==> src/rtl/tri_fm_pkg.sv <==
package tri_fm_pkg;

  // Direction of a ramp: used by the carrier counter and by the frequency profile.
  typedef enum logic {
    SLOPE_RISE = 1'b0,
    SLOPE_FALL = 1'b1
  } slope_e;

  // Events the carrier control hands to the frequency datapath.
  typedef struct packed {
    logic reload;  // counter at zero: cycle boundary, take a new half-period
    logic peak;    // counter at the top of the triangle
  } carrierEvt_t;

endpackage

==> src/rtl/tri_fm_recip_rom.sv <==
module tri_fm_recip_rom #(
  parameter int FREQ_W   = 6,
  parameter int CNT_W    = 12,
  parameter int HALF_NUM = 600
) (
  input  logic [FREQ_W-1:0] code,
  output logic [CNT_W-1:0]  half
);

  localparam int DEPTH = 1 << FREQ_W;

  logic [CNT_W-1:0] romData [DEPTH];

  // Reciprocal table: half-period in clocks for each frequency code.
  // Code 0 is illegal input; it maps to the slowest entry to stay non-zero.
  for (genvar i = 0; i < DEPTH; i++) begin : g_entry
    localparam int VAL = (i == 0) ? HALF_NUM : (HALF_NUM / i);
    assign romData[i] = CNT_W'(VAL);
  end

  assign half = romData[code];

endmodule

==> src/rtl/tri_fm_carrier_ctrl.sv <==
module tri_fm_carrier_ctrl
  import tri_fm_pkg::*;
#(
  parameter int CNT_W = 12
) (
  input  logic             clk,
  input  logic             rstN,
  input  logic [CNT_W-1:0] halfCur,
  output logic [CNT_W-1:0] cnt,
  output carrierEvt_t      evt
);

  slope_e phase;

  always_comb begin
    evt.reload = (cnt == '0);
    evt.peak   = (phase == SLOPE_RISE) && (cnt == halfCur) && (cnt != '0);
  end

  always_ff @(posedge clk or negedge rstN) begin
    if (!rstN) begin
      cnt   <= '0;
      phase <= SLOPE_FALL;
    end else if (evt.reload) begin
      // Boundary: the datapath latches the new half-period on this same edge.
      cnt   <= CNT_W'(1);
      phase <= SLOPE_RISE;
    end else if (phase == SLOPE_RISE) begin
      if (cnt >= halfCur) begin
        cnt   <= cnt - CNT_W'(1);
        phase <= SLOPE_FALL;
      end else begin
        cnt <= cnt + CNT_W'(1);
      end
    end else begin
      cnt <= cnt - CNT_W'(1);
    end
  end

endmodule

==> src/rtl/tri_fm_profile_dp.sv <==
module tri_fm_profile_dp
  import tri_fm_pkg::*;
#(
  parameter int FREQ_W   = 6,
  parameter int FUND_W   = 10,
  parameter int CNT_W    = 12,
  parameter int HALF_NUM = 600
) (
  input  logic              clk,
  input  logic              rstN,
  input  logic [FREQ_W-1:0] nomCode,
  input  logic [FREQ_W-1:0] devAmp,
  input  logic [FUND_W-1:0] fundCycles,
  input  carrierEvt_t       evt,
  output logic [CNT_W-1:0]  halfCur
);

  localparam int POS_W  = FREQ_W + 1;
  localparam int CODE_W = FREQ_W + 2;
  localparam int ACC_W  = ((FUND_W > CODE_W) ? FUND_W : CODE_W) + 1;

  logic [POS_W-1:0]  pos;      // profile position, 0 .. 2*devAmp
  slope_e            posDir;
  logic [FUND_W-1:0] acc;      // fractional step accumulator, < fundCycles
  logic [ACC_W-1:0]  accSum;
  logic              stepNow;
  logic [POS_W-1:0]  span;
  logic [POS_W-1:0]  posUp;
  logic [POS_W-1:0]  posDn;
  logic [CODE_W-1:0] codeWide;
  logic [FREQ_W-1:0] codeIdx;
  logic [CNT_W-1:0]  halfNext;

  // Accumulate 4*devAmp per PWM cycle against fundCycles: exactly 4*devAmp
  // profile steps fall into every fundCycles PWM cycles.
  always_comb begin
    accSum   = ACC_W'(acc) + ACC_W'({devAmp, 2'b00});
    stepNow  = accSum >= ACC_W'(fundCycles);
    span     = {devAmp, 1'b0};
    posUp    = pos + POS_W'(1);
    posDn    = pos - POS_W'(1);
    codeWide = CODE_W'(nomCode) - CODE_W'(devAmp) + CODE_W'(pos);
    codeIdx  = codeWide[FREQ_W-1:0];
  end

  tri_fm_recip_rom #(
    .FREQ_W  (FREQ_W),
    .CNT_W   (CNT_W),
    .HALF_NUM(HALF_NUM)
  ) u_rom (
    .code(codeIdx),
    .half(halfNext)
  );

  always_ff @(posedge clk or negedge rstN) begin
    if (!rstN) begin
      halfCur <= '0;
      pos     <= '0;
      posDir  <= SLOPE_RISE;
      acc     <= '0;
    end else if (evt.reload) begin
      halfCur <= halfNext;
      if (stepNow) begin
        acc <= FUND_W'(accSum - ACC_W'(fundCycles));
        if (posDir == SLOPE_RISE) begin
          pos <= posUp;
          if (posUp == span) posDir <= SLOPE_FALL;
        end else begin
          pos <= posDn;
          if (posDn == '0) posDir <= SLOPE_RISE;
        end
      end else begin
        acc <= FUND_W'(accSum);
      end
    end
  end

endmodule

==> src/rtl/tri_fm_pwm_timebase.sv <==
module tri_fm_pwm_timebase
  import tri_fm_pkg::*;
#(
  parameter int FREQ_W   = 6,
  parameter int FUND_W   = 10,
  parameter int CNT_W    = 12,
  parameter int HALF_NUM = 600
) (
  input  logic              clk,
  input  logic              rstN,
  input  logic [FREQ_W-1:0] nomCode,
  input  logic [FREQ_W-1:0] devAmp,
  input  logic [FUND_W-1:0] fundCycles,
  output logic [CNT_W-1:0]  carrierCnt,
  output logic [CNT_W-1:0]  halfPeriod,
  output logic              cycleStart,
  output logic              cycleMid
);

  carrierEvt_t      evt;
  logic [CNT_W-1:0] halfCur;
  logic [CNT_W-1:0] cnt;

  tri_fm_carrier_ctrl #(.CNT_W(CNT_W)) u_ctrl (
    .clk    (clk),
    .rstN   (rstN),
    .halfCur(halfCur),
    .cnt    (cnt),
    .evt    (evt)
  );

  tri_fm_profile_dp #(
    .FREQ_W  (FREQ_W),
    .FUND_W  (FUND_W),
    .CNT_W   (CNT_W),
    .HALF_NUM(HALF_NUM)
  ) u_dp (
    .clk       (clk),
    .rstN      (rstN),
    .nomCode   (nomCode),
    .devAmp    (devAmp),
    .fundCycles(fundCycles),
    .evt       (evt),
    .halfCur   (halfCur)
  );

  assign carrierCnt = cnt;
  assign halfPeriod = halfCur;
  assign cycleStart = evt.reload;
  assign cycleMid   = evt.peak;

endmodule

==> config.mk <==
export PLATFORM = sky130hd
export DESIGN_NAME = tri_fm_pwm_timebase
export DESIGN_NICKNAME = d
export VERILOG_FILES = /design/src/rtl/tri_fm_pkg.sv /design/src/rtl/tri_fm_recip_rom.sv /design/src/rtl/tri_fm_carrier_ctrl.sv /design/src/rtl/tri_fm_profile_dp.sv /design/src/rtl/tri_fm_pwm_timebase.sv
export SDC_FILE = /design/constraint.sdc
export NUM_CORES = 1
export LEC_CHECK = 0
export ABC_AREA = 0
export BUFFER_PORTS_ARGS = -buffer_cell sky130_fd_sc_hd__buf_4
export CAP_MARGIN = 25
export CORE_MARGIN = 4
export CORE_UTILIZATION = 55
export DETAILED_ROUTE_END_ITERATION = 8
export GPL_ROUTABILITY_DRIVEN = 1
export HOLD_SLACK_MARGIN = 0.05
export MAX_ROUTING_LAYER = met4
export PLACE_DENSITY = 0.86
export REMOVE_ABC_BUFFERS = 1
export SLEW_MARGIN = 40
export SYNTH_ARGS = -nofsm -noshare
export SYNTH_HDL_FRONTEND = slang
export SYNTH_SLANG_ARGS = --single-unit
==> constraint.sdc <==
create_clock -name clk -period 7 [get_ports clk]
set_input_delay 1.4 -clock clk [delete_from_list [all_inputs] [get_ports clk]]
set_output_delay 1.4 -clock clk [all_outputs]
set_load 0.01 [all_outputs]
-- Word level (Yosys, flattened, before mapping)
Memory sizes are Yosys's and may differ from the RTL's. A register that Yosys moved wholly into a read port is not among the register bits.
Index checks and enable logic that the tools add are counted.
- add/subtract/negate cells: 8
- $lt $le $gt $ge: 2
- equal/unequal tests: 2
- mux-type cells: 11
- bitwise operators: 2
- reduce and logical (&&, ||, !) cells: 7
- operators with widths (operator ; number):
    $mux W12 ; 3
    $add A12 B1 Y12 const B ; 1
    $eq A12 B12 Y1 ; 1
    $ge A12 B12 Y1 ; 1
    $logic_not A12 Y1 ; 1
    $reduce_bool A12 Y1 ; 1
    $sub A12 B1 Y12 const B ; 1
    $add A10 B8 Y11 ; 1
    $ge A11 B10 Y1 ; 1
    $mux W10 ; 1
    $sub A10 B10 Y10 ; 1
    $add A7 B1 Y7 const B ; 1
    $eq A7 B7 Y1 ; 1
    $logic_not A7 Y1 ; 1
    $mux W7 ; 1
    $not A6 Y7 ; 1
    $sub A7 B1 Y7 const B ; 1
    $add A6 B6 Y6 ; 1
    $mux W1 ; 6
    $sub A6 B6 Y6 ; 1
    $logic_and A1 B1 Y1 ; 2
    $reduce_and A2 Y1 ; 1
    $logic_not A1 Y1 ; 1
    $not A1 Y1 ; 1
- register bits: 31
- bits in read-only memories: 768
- input bits: 24
- output and inout bits: 26
- word-level logic and storage cells: 38
- memories kept: 1
- memories (memory ; words ; width ; rd ports ; clocked after Yosys merged registers in ; write ports ; RTL line ; RTL):
    (no name shown) ; 64 ; 12 ; 1 ; 1 ; 0 ; tri_fm_recip_rom.sv:21 ; assign half = romData[code];

-- Depth between registers and ports, before layout
- depth after elaboration: 4
- depth in mapped cells: 16
- mapped depth without buffers: 15

-- Cells and area by module
A second synthesis with hierarchy kept.
- cells, all modules: 532
- area total of the unflattened synthesis: 4538.1 µm²
- modules (own cells, without submodules) (module ; instances ; cells each ; area an instance (µm²)):
    tri_fm_profile_dp ; 1 ; 299 ; 2688.8
    tri_fm_carrier_ctrl ; 1 ; 138 ; 1179.9
    tri_fm_recip_rom ; 1 ; 95 ; 669.4

-- Least setup slack after synthesis
Ideal clock, no wire load.
- kind: in2reg
- start: in devAmp[1]
- end: reg u_dp.acc[7]
- setup time: 0.122 ns
- data arrival time: 4.243 ns
- slack: 2.635 ns
- cell stages on the path: 16
- path buffers: 1
- cells stage by stage: ha_1 -> a211oi_1 -> o21bai_1 -> a21oi_1 -> nor2_1 -> o21ai_0 -> xnor2_1 -> ha_1 -> nand4_1 -> nor3_1 -> a311o_1 -> a311o_1 -> buf_1 -> nor3b_1 -> mux2i_1 -> nand2_1
- longest elaborated chain between the ends: 3
- elaborated cells between the ends (all ways): 4
- ends and longest elaborated chain (element ; RTL line ; RTL):
    start, declared ; tri_fm_pwm_timebase.sv:12 ; input logic [FREQ_W-1:0] devAmp,
    $add A10 B8 Y11 * ; tri_fm_profile_dp.sv:37 ; accSum = ACC_W'(acc) + ACC_W'({devAmp, 2'b00});
    $sub A10 B10 Y10 / $ge A11 B10 Y1 (equally long branches) ; tri_fm_profile_dp.sv:64, tri_fm_profile_dp.sv:38 ;
    $mux W10 * ; tri_fm_profile_dp.sv:63 ; if (stepNow) begin
    end signal, assigned ; tri_fm_profile_dp.sv:64 ; acc <= FUND_W'(accSum - ACC_W'(fundCycles));
    end signal, assigned ; tri_fm_profile_dp.sv:73 ; acc <= FUND_W'(accSum);
    end, declared ; tri_fm_profile_dp.sv:24 ; logic [FUND_W-1:0] acc;
Mark *: on every way between the ends. The rest lies on a longest branch, timed or not.
A chain may end at the register's enable or synchronous reset.

-- Worst setup path after layout
- start: in devAmp[1]
- end: reg u_dp.posDir
- longest elaborated chain between the ends: 3
- elaborated cells between the ends (all ways): 6
- ends and longest elaborated chain (element ; RTL line ; RTL):
    $add A10 B8 Y11 / $eq A7 B7 Y1 (equally long branches) ; tri_fm_profile_dp.sv:37, tri_fm_profile_dp.sv:67 ;
    $ge A11 B10 Y1 / $mux W1 (equally long branches) ; tri_fm_profile_dp.sv:38, tri_fm_profile_dp.sv:67 ;
    $reduce_and A2 Y1 (no line) / $mux W1 (equally long branches) ; -- ;
    end signal, assigned ; tri_fm_profile_dp.sv:59 ; posDir <= SLOPE_RISE;
    end signal, assigned ; tri_fm_profile_dp.sv:67 ; if (posUp == span) posDir <= SLOPE_FALL;
    end signal, assigned ; tri_fm_profile_dp.sv:70 ; if (posDn == '0) posDir <= SLOPE_RISE;
    end, declared ; tri_fm_profile_dp.sv:23 ; slope_e posDir;
Parallel ways exist; a longest one is shown, timed or not.

==> results_tabular.tex <==
\begin{tabular}{lr}
\hline
Metric & Value \\
\hline
\multicolumn{2}{l}{\textbf{Status}} \\
\quad Result of the run & finished, final reports clean \\
\multicolumn{2}{l}{\textbf{Synth}} \\
\quad Cell Area, Synth & between 0.004 and 0.005 mm² \\
\quad Complex-gate fraction of the synthesized area & 0.1906 \\
\quad Simple-gate portion of the synthesized area & 0.1812 \\
\quad Library cell occupying the most area in the post-synthesis netlist & dfrtp\_1 \\
\quad Synthesized instance count & 501 \\
\quad Post-synth EDFFs & 0 \\
\quad Synth Area in Adders & 0.1791 \\
\quad Syn\_area\_per\_cell & $\sim$8.3 µm² \\
\quad Number of distinct standard cells referenced by the synthesized netlist & 58 \\
\quad Top cell type's share of synthesized area & 0.2420 \\
\quad Most frequent cells after synthesis & 53 x inv\_1, 48 x ha\_1, 48 x nand2\_1 \\
\quad Synth top area cells & dfrtp\_1 24\%, ha\_1 15\%, xnor2\_1 5.1\% \\
\quad Dominant combinational cell family by area after synthesis & compound AO/OA/AOI/OAI gates \\
\quad YS warnings & 0 \\
\quad Proportion of register bits with asynchronous set or reset after synthesis & 1.000 \\
\quad Portion of netlist area occupied by mux cells & 0.04446 \\
\quad Library cell with the highest instance count after synthesis & inv\_1 \\
\quad Share of synthesized area occupied by flip-flops and latches & 0.2483 \\
\quad \#FFs+latches synth & 41 \\
\quad XOR/XNOR share of the synthesized area & 0.08258 \\
\quad Predominant post-synthesis flop cell & dfrtp\_1 \\
\multicolumn{2}{l}{\textbf{Routing}} \\
\quad Avg Vias per Cell & 5.883 \\
\quad Pre-antenna DRT Iters & 5 \\
\quad Routed WL & 10.30 mm \\
\quad Mean routed wirelength per cell & between 15 and 20 µm \\
\quad Total via count after detailed routing & 3765 \\
\quad DRC violation total after the first TritonRoute iteration & roughly 240 \\
\quad DR DRC count & 0 \\
\quad Residual antenna-violating net count after detailed routing & 0 \\
\multicolumn{2}{l}{\textbf{Setup path}} \\
\quad Critical path type & primary input to register \\
\quad Required time of the critical path & 7200 ps \\
\quad Biggest fanout along the worst timing path & 14 \\
\quad Setup slack, reg-to-reg & roughly 3000 ps \\
\quad Number of cells traversed by the worst register-to-register path & 15 \\
\quad Critical Path Start Type & primary input \\
\quad Reg-to-reg startpoint & u\_dp.acc[3]\$\_DFFE\_PN0P\_ \\
\quad Launching element of the worst setup path & devAmp[1] \\
\quad CP arrival & between 5000 and 6000 ps \\
\quad R2r endpoint & u\_dp.posDir\$\_DFFE\_PN0P\_ \\
\quad Kind of end point of the critical path & register \\
\multicolumn{2}{l}{\textbf{STA}} \\
\quad Fin. Hold Viols & 0 \\
\quad Final slew viol count & 0 \\
\quad Part of the cycle the worst path needs & 0.6912 \\
\quad Worst setup skew after layout & 10.46 ps \\
\quad Shortest period the worst path allows & slightly below 5000 ps \\
\quad Endpoints failing setup & 0 \\
\quad Setup TNS & 0 ps \\
\quad Max\_slew headroom & 0.4495 \\
\quad Slew at the pin closest to its max-slew limit & between 800 and 900 ps \\
\quad Achievable clock frequency & between 200 and 250 MHz \\
\quad Setup repair after global routing missed its margin & no \\
\multicolumn{2}{l}{\textbf{Die}} \\
\quad Die Area & about 0.009 mm² \\
\quad Die Y & 94.72 µm \\
\quad Core footprint & 0.007292 mm² \\
\quad Top Ports & 50 \\
\quad Row count & 31 \\
\quad Die width & between 90 and 100 µm \\
\quad Effective utilization at floorplan & 0.5673 \\
\multicolumn{2}{l}{\textbf{CTS}} \\
\quad Number of gates resized after cts & 0 \\
\quad Insertion delay to the later sink of the worst-skew pair & between 300 and 400 ps \\
\quad Maximum clock path buffer count & 2 \\
\quad Clock sink total & 41 \\
\quad Hold bufs inserted after CTS & 0 \\
\quad Setup Buffers After CTS & 0 \\
\quad Depth of the CTS H-tree & 2 \\
\quad Clock tree from TritonCTS & built \\
\quad TritonCTS Buffers & 5 \\
\quad Clock input transition at the sequential cells of the worst setup and hold paths & roughly 90 ps \\
\quad CTS Root Cell & clkbuf\_8 \\
\multicolumn{2}{l}{\textbf{Global route}} \\
\quad Number of antenna violations at the first check in global routing & 0 \\
\quad Grt ovf & 0 \\
\quad Wire length of the first global-routing pass & between 15 and 20 mm \\
\quad Maximum number of pins on one net before global-route repair & 42 \\
\quad Aggregate global-route resource usage & 0.2503 \\
\quad Vias in the first global route & 3802 \\
\multicolumn{2}{l}{\textbf{Placement}} \\
\quad GPL Wtd Cong & roughly 0.93 \\
\quad Total half-perimeter wirelength after legalization and detailed placement & about 7.9 mm \\
\quad Port-buffer cells & between 40 and 50 \\
\multicolumn{2}{l}{\textbf{Worst hold path}} \\
\quad Hold wc startpoint & u\_dp.acc[0]\$\_DFFE\_PN0P\_ \\
\quad Path category of the worst min-delay check & register to register \\
\quad Worst Hold End & u\_dp.acc[0]\$\_DFFE\_PN0P\_ \\
\quad Hold Path Stages & 2 \\
\multicolumn{2}{l}{\textbf{Finish}} \\
\quad Number of diodes added for antenna fixing & 0 \\
\quad Share of layout cells above drive strength 1 & 0.1257 \\
\quad Post-synthesis to final-layout area growth & 12.70\% \\
\quad Count of nets after finishing & roughly 620 \\
\multicolumn{2}{l}{\textbf{Flow run}} \\
\quad Total of max-cap violations & 0 \\
\hline
\end{tabular}
==> state kept, by name, summed over array words and instances (netlist names) <==
name          flops
u_ctrl.cnt       12
u_dp.acc         10
u_dp.halfCur     10
u_dp.pos          7
u_ctrl.phase      1
u_dp.posDir       1
==> stage by stage <==
step | utilization | area, µm² | std cells | setup WS, ps | hold slack [ps]
2_1_floorplan | - | 4050 | 484 | 2325 | 449.8
3_3_place_gp | 0.6229 | 4542 | 632 | 1982 | 469.4
3_5_place_dp | 0.6239 | 4549 | 632 | 1876 | 474.6
4_1_cts | 0.6383 | 4654 | 640 | 2202 | 500.1
5_1_grt | 0.6393 | 4662 | 640 | 1771 | 522.7
6_report | 0.6393 | 4662 | 640 | 2161 | 500.2
==> layer usage <==
layer	vias up	part of all wire	global-route usage
li1	1834	-	-
met4	0	0.021	0.07091
met2	141	0.49	0.4392
met3	18	0.067	0.04303
met5	-	0	-
met1	1772	0.42	0.2939
==> how the worst max path moves through the flow <==
stage	depth (start not counted)	slack [ps]	to
2_1_floorplan	10	2320	u_dp.halfCur[1]$_DFFE_PN0P_
3_3_place_gp	16	1980	u_dp.posDir$_DFFE_PN0P_
3_5_place_dp	14	1880	u_dp.posDir$_DFFE_PN0P_
4_1_cts	14	2200	u_dp.posDir$_DFFE_PN0P_
5_1_grt	16	1770	u_dp.posDir$_DFFE_PN0P_
6_report	16	2160	u_dp.posDir$_DFFE_PN0P_
==> area by class of cell <==
class                   instances  area (µm²)
clock inverters                 1       8.758
clock buffers                   7       96.34
fillers                       649        2630
multi-input cells             388        2826
inverters                      55       211.5
well taps                      99       123.9
repair buffers                 49       367.9
flip-flops and latches         41        1027
==> worst max-delay path, stage by stage <==
cell      delay [ps]
buf_4            150
ha_1             300
a211oi_1         230
o21bai_1         110
a21oi_1          200
nor2_1           110
o21ai_0          310
xnor2_1          110
ha_1             350
nand4_1           90
nor3_1           160
a311o_1          180
a311o_1          490
and2_1           450
nand4_1          150
a22o_1           250
==> placed cells by master (no fill, tap or decap), drive strengths merged, types with 15 or more instances in the layout <==
master / netlist / layout
xor2: 15 / 15
o21ai: 30 / 30
nor2: 35 / 35
a21oi: 31 / 31
ha: 48 / 48
buf: 5 / 49
inv: 53 / 54
dfrtp: 40 / 40
mux2i: 15 / 15
nor3: 15 / 15
xnor2: 24 / 24
nand2: 49 / 49
==> kinds of logic (layout without fill, tap and decap cells) <==
| logic type | count (synthesis) | in the layout |
|---|---|---|
| AND/OR/NAND/NOR | 151 | 151 |
| AO/OA/AOI/OAI | 123 | 123 |
| buffers and inverters | 73 | 112 |
| adder cells (fa/ha/maj) | 55 | 55 |
| flip-flops | 41 | 41 |
| XOR/XNOR | 39 | 39 |
| multiplexers | 18 | 18 |
| other | 1 | 2 |
Power is left out: the tool's default activity adds up to more than one toggle a clock period on the data nets, which glitch-free logic cannot reach.
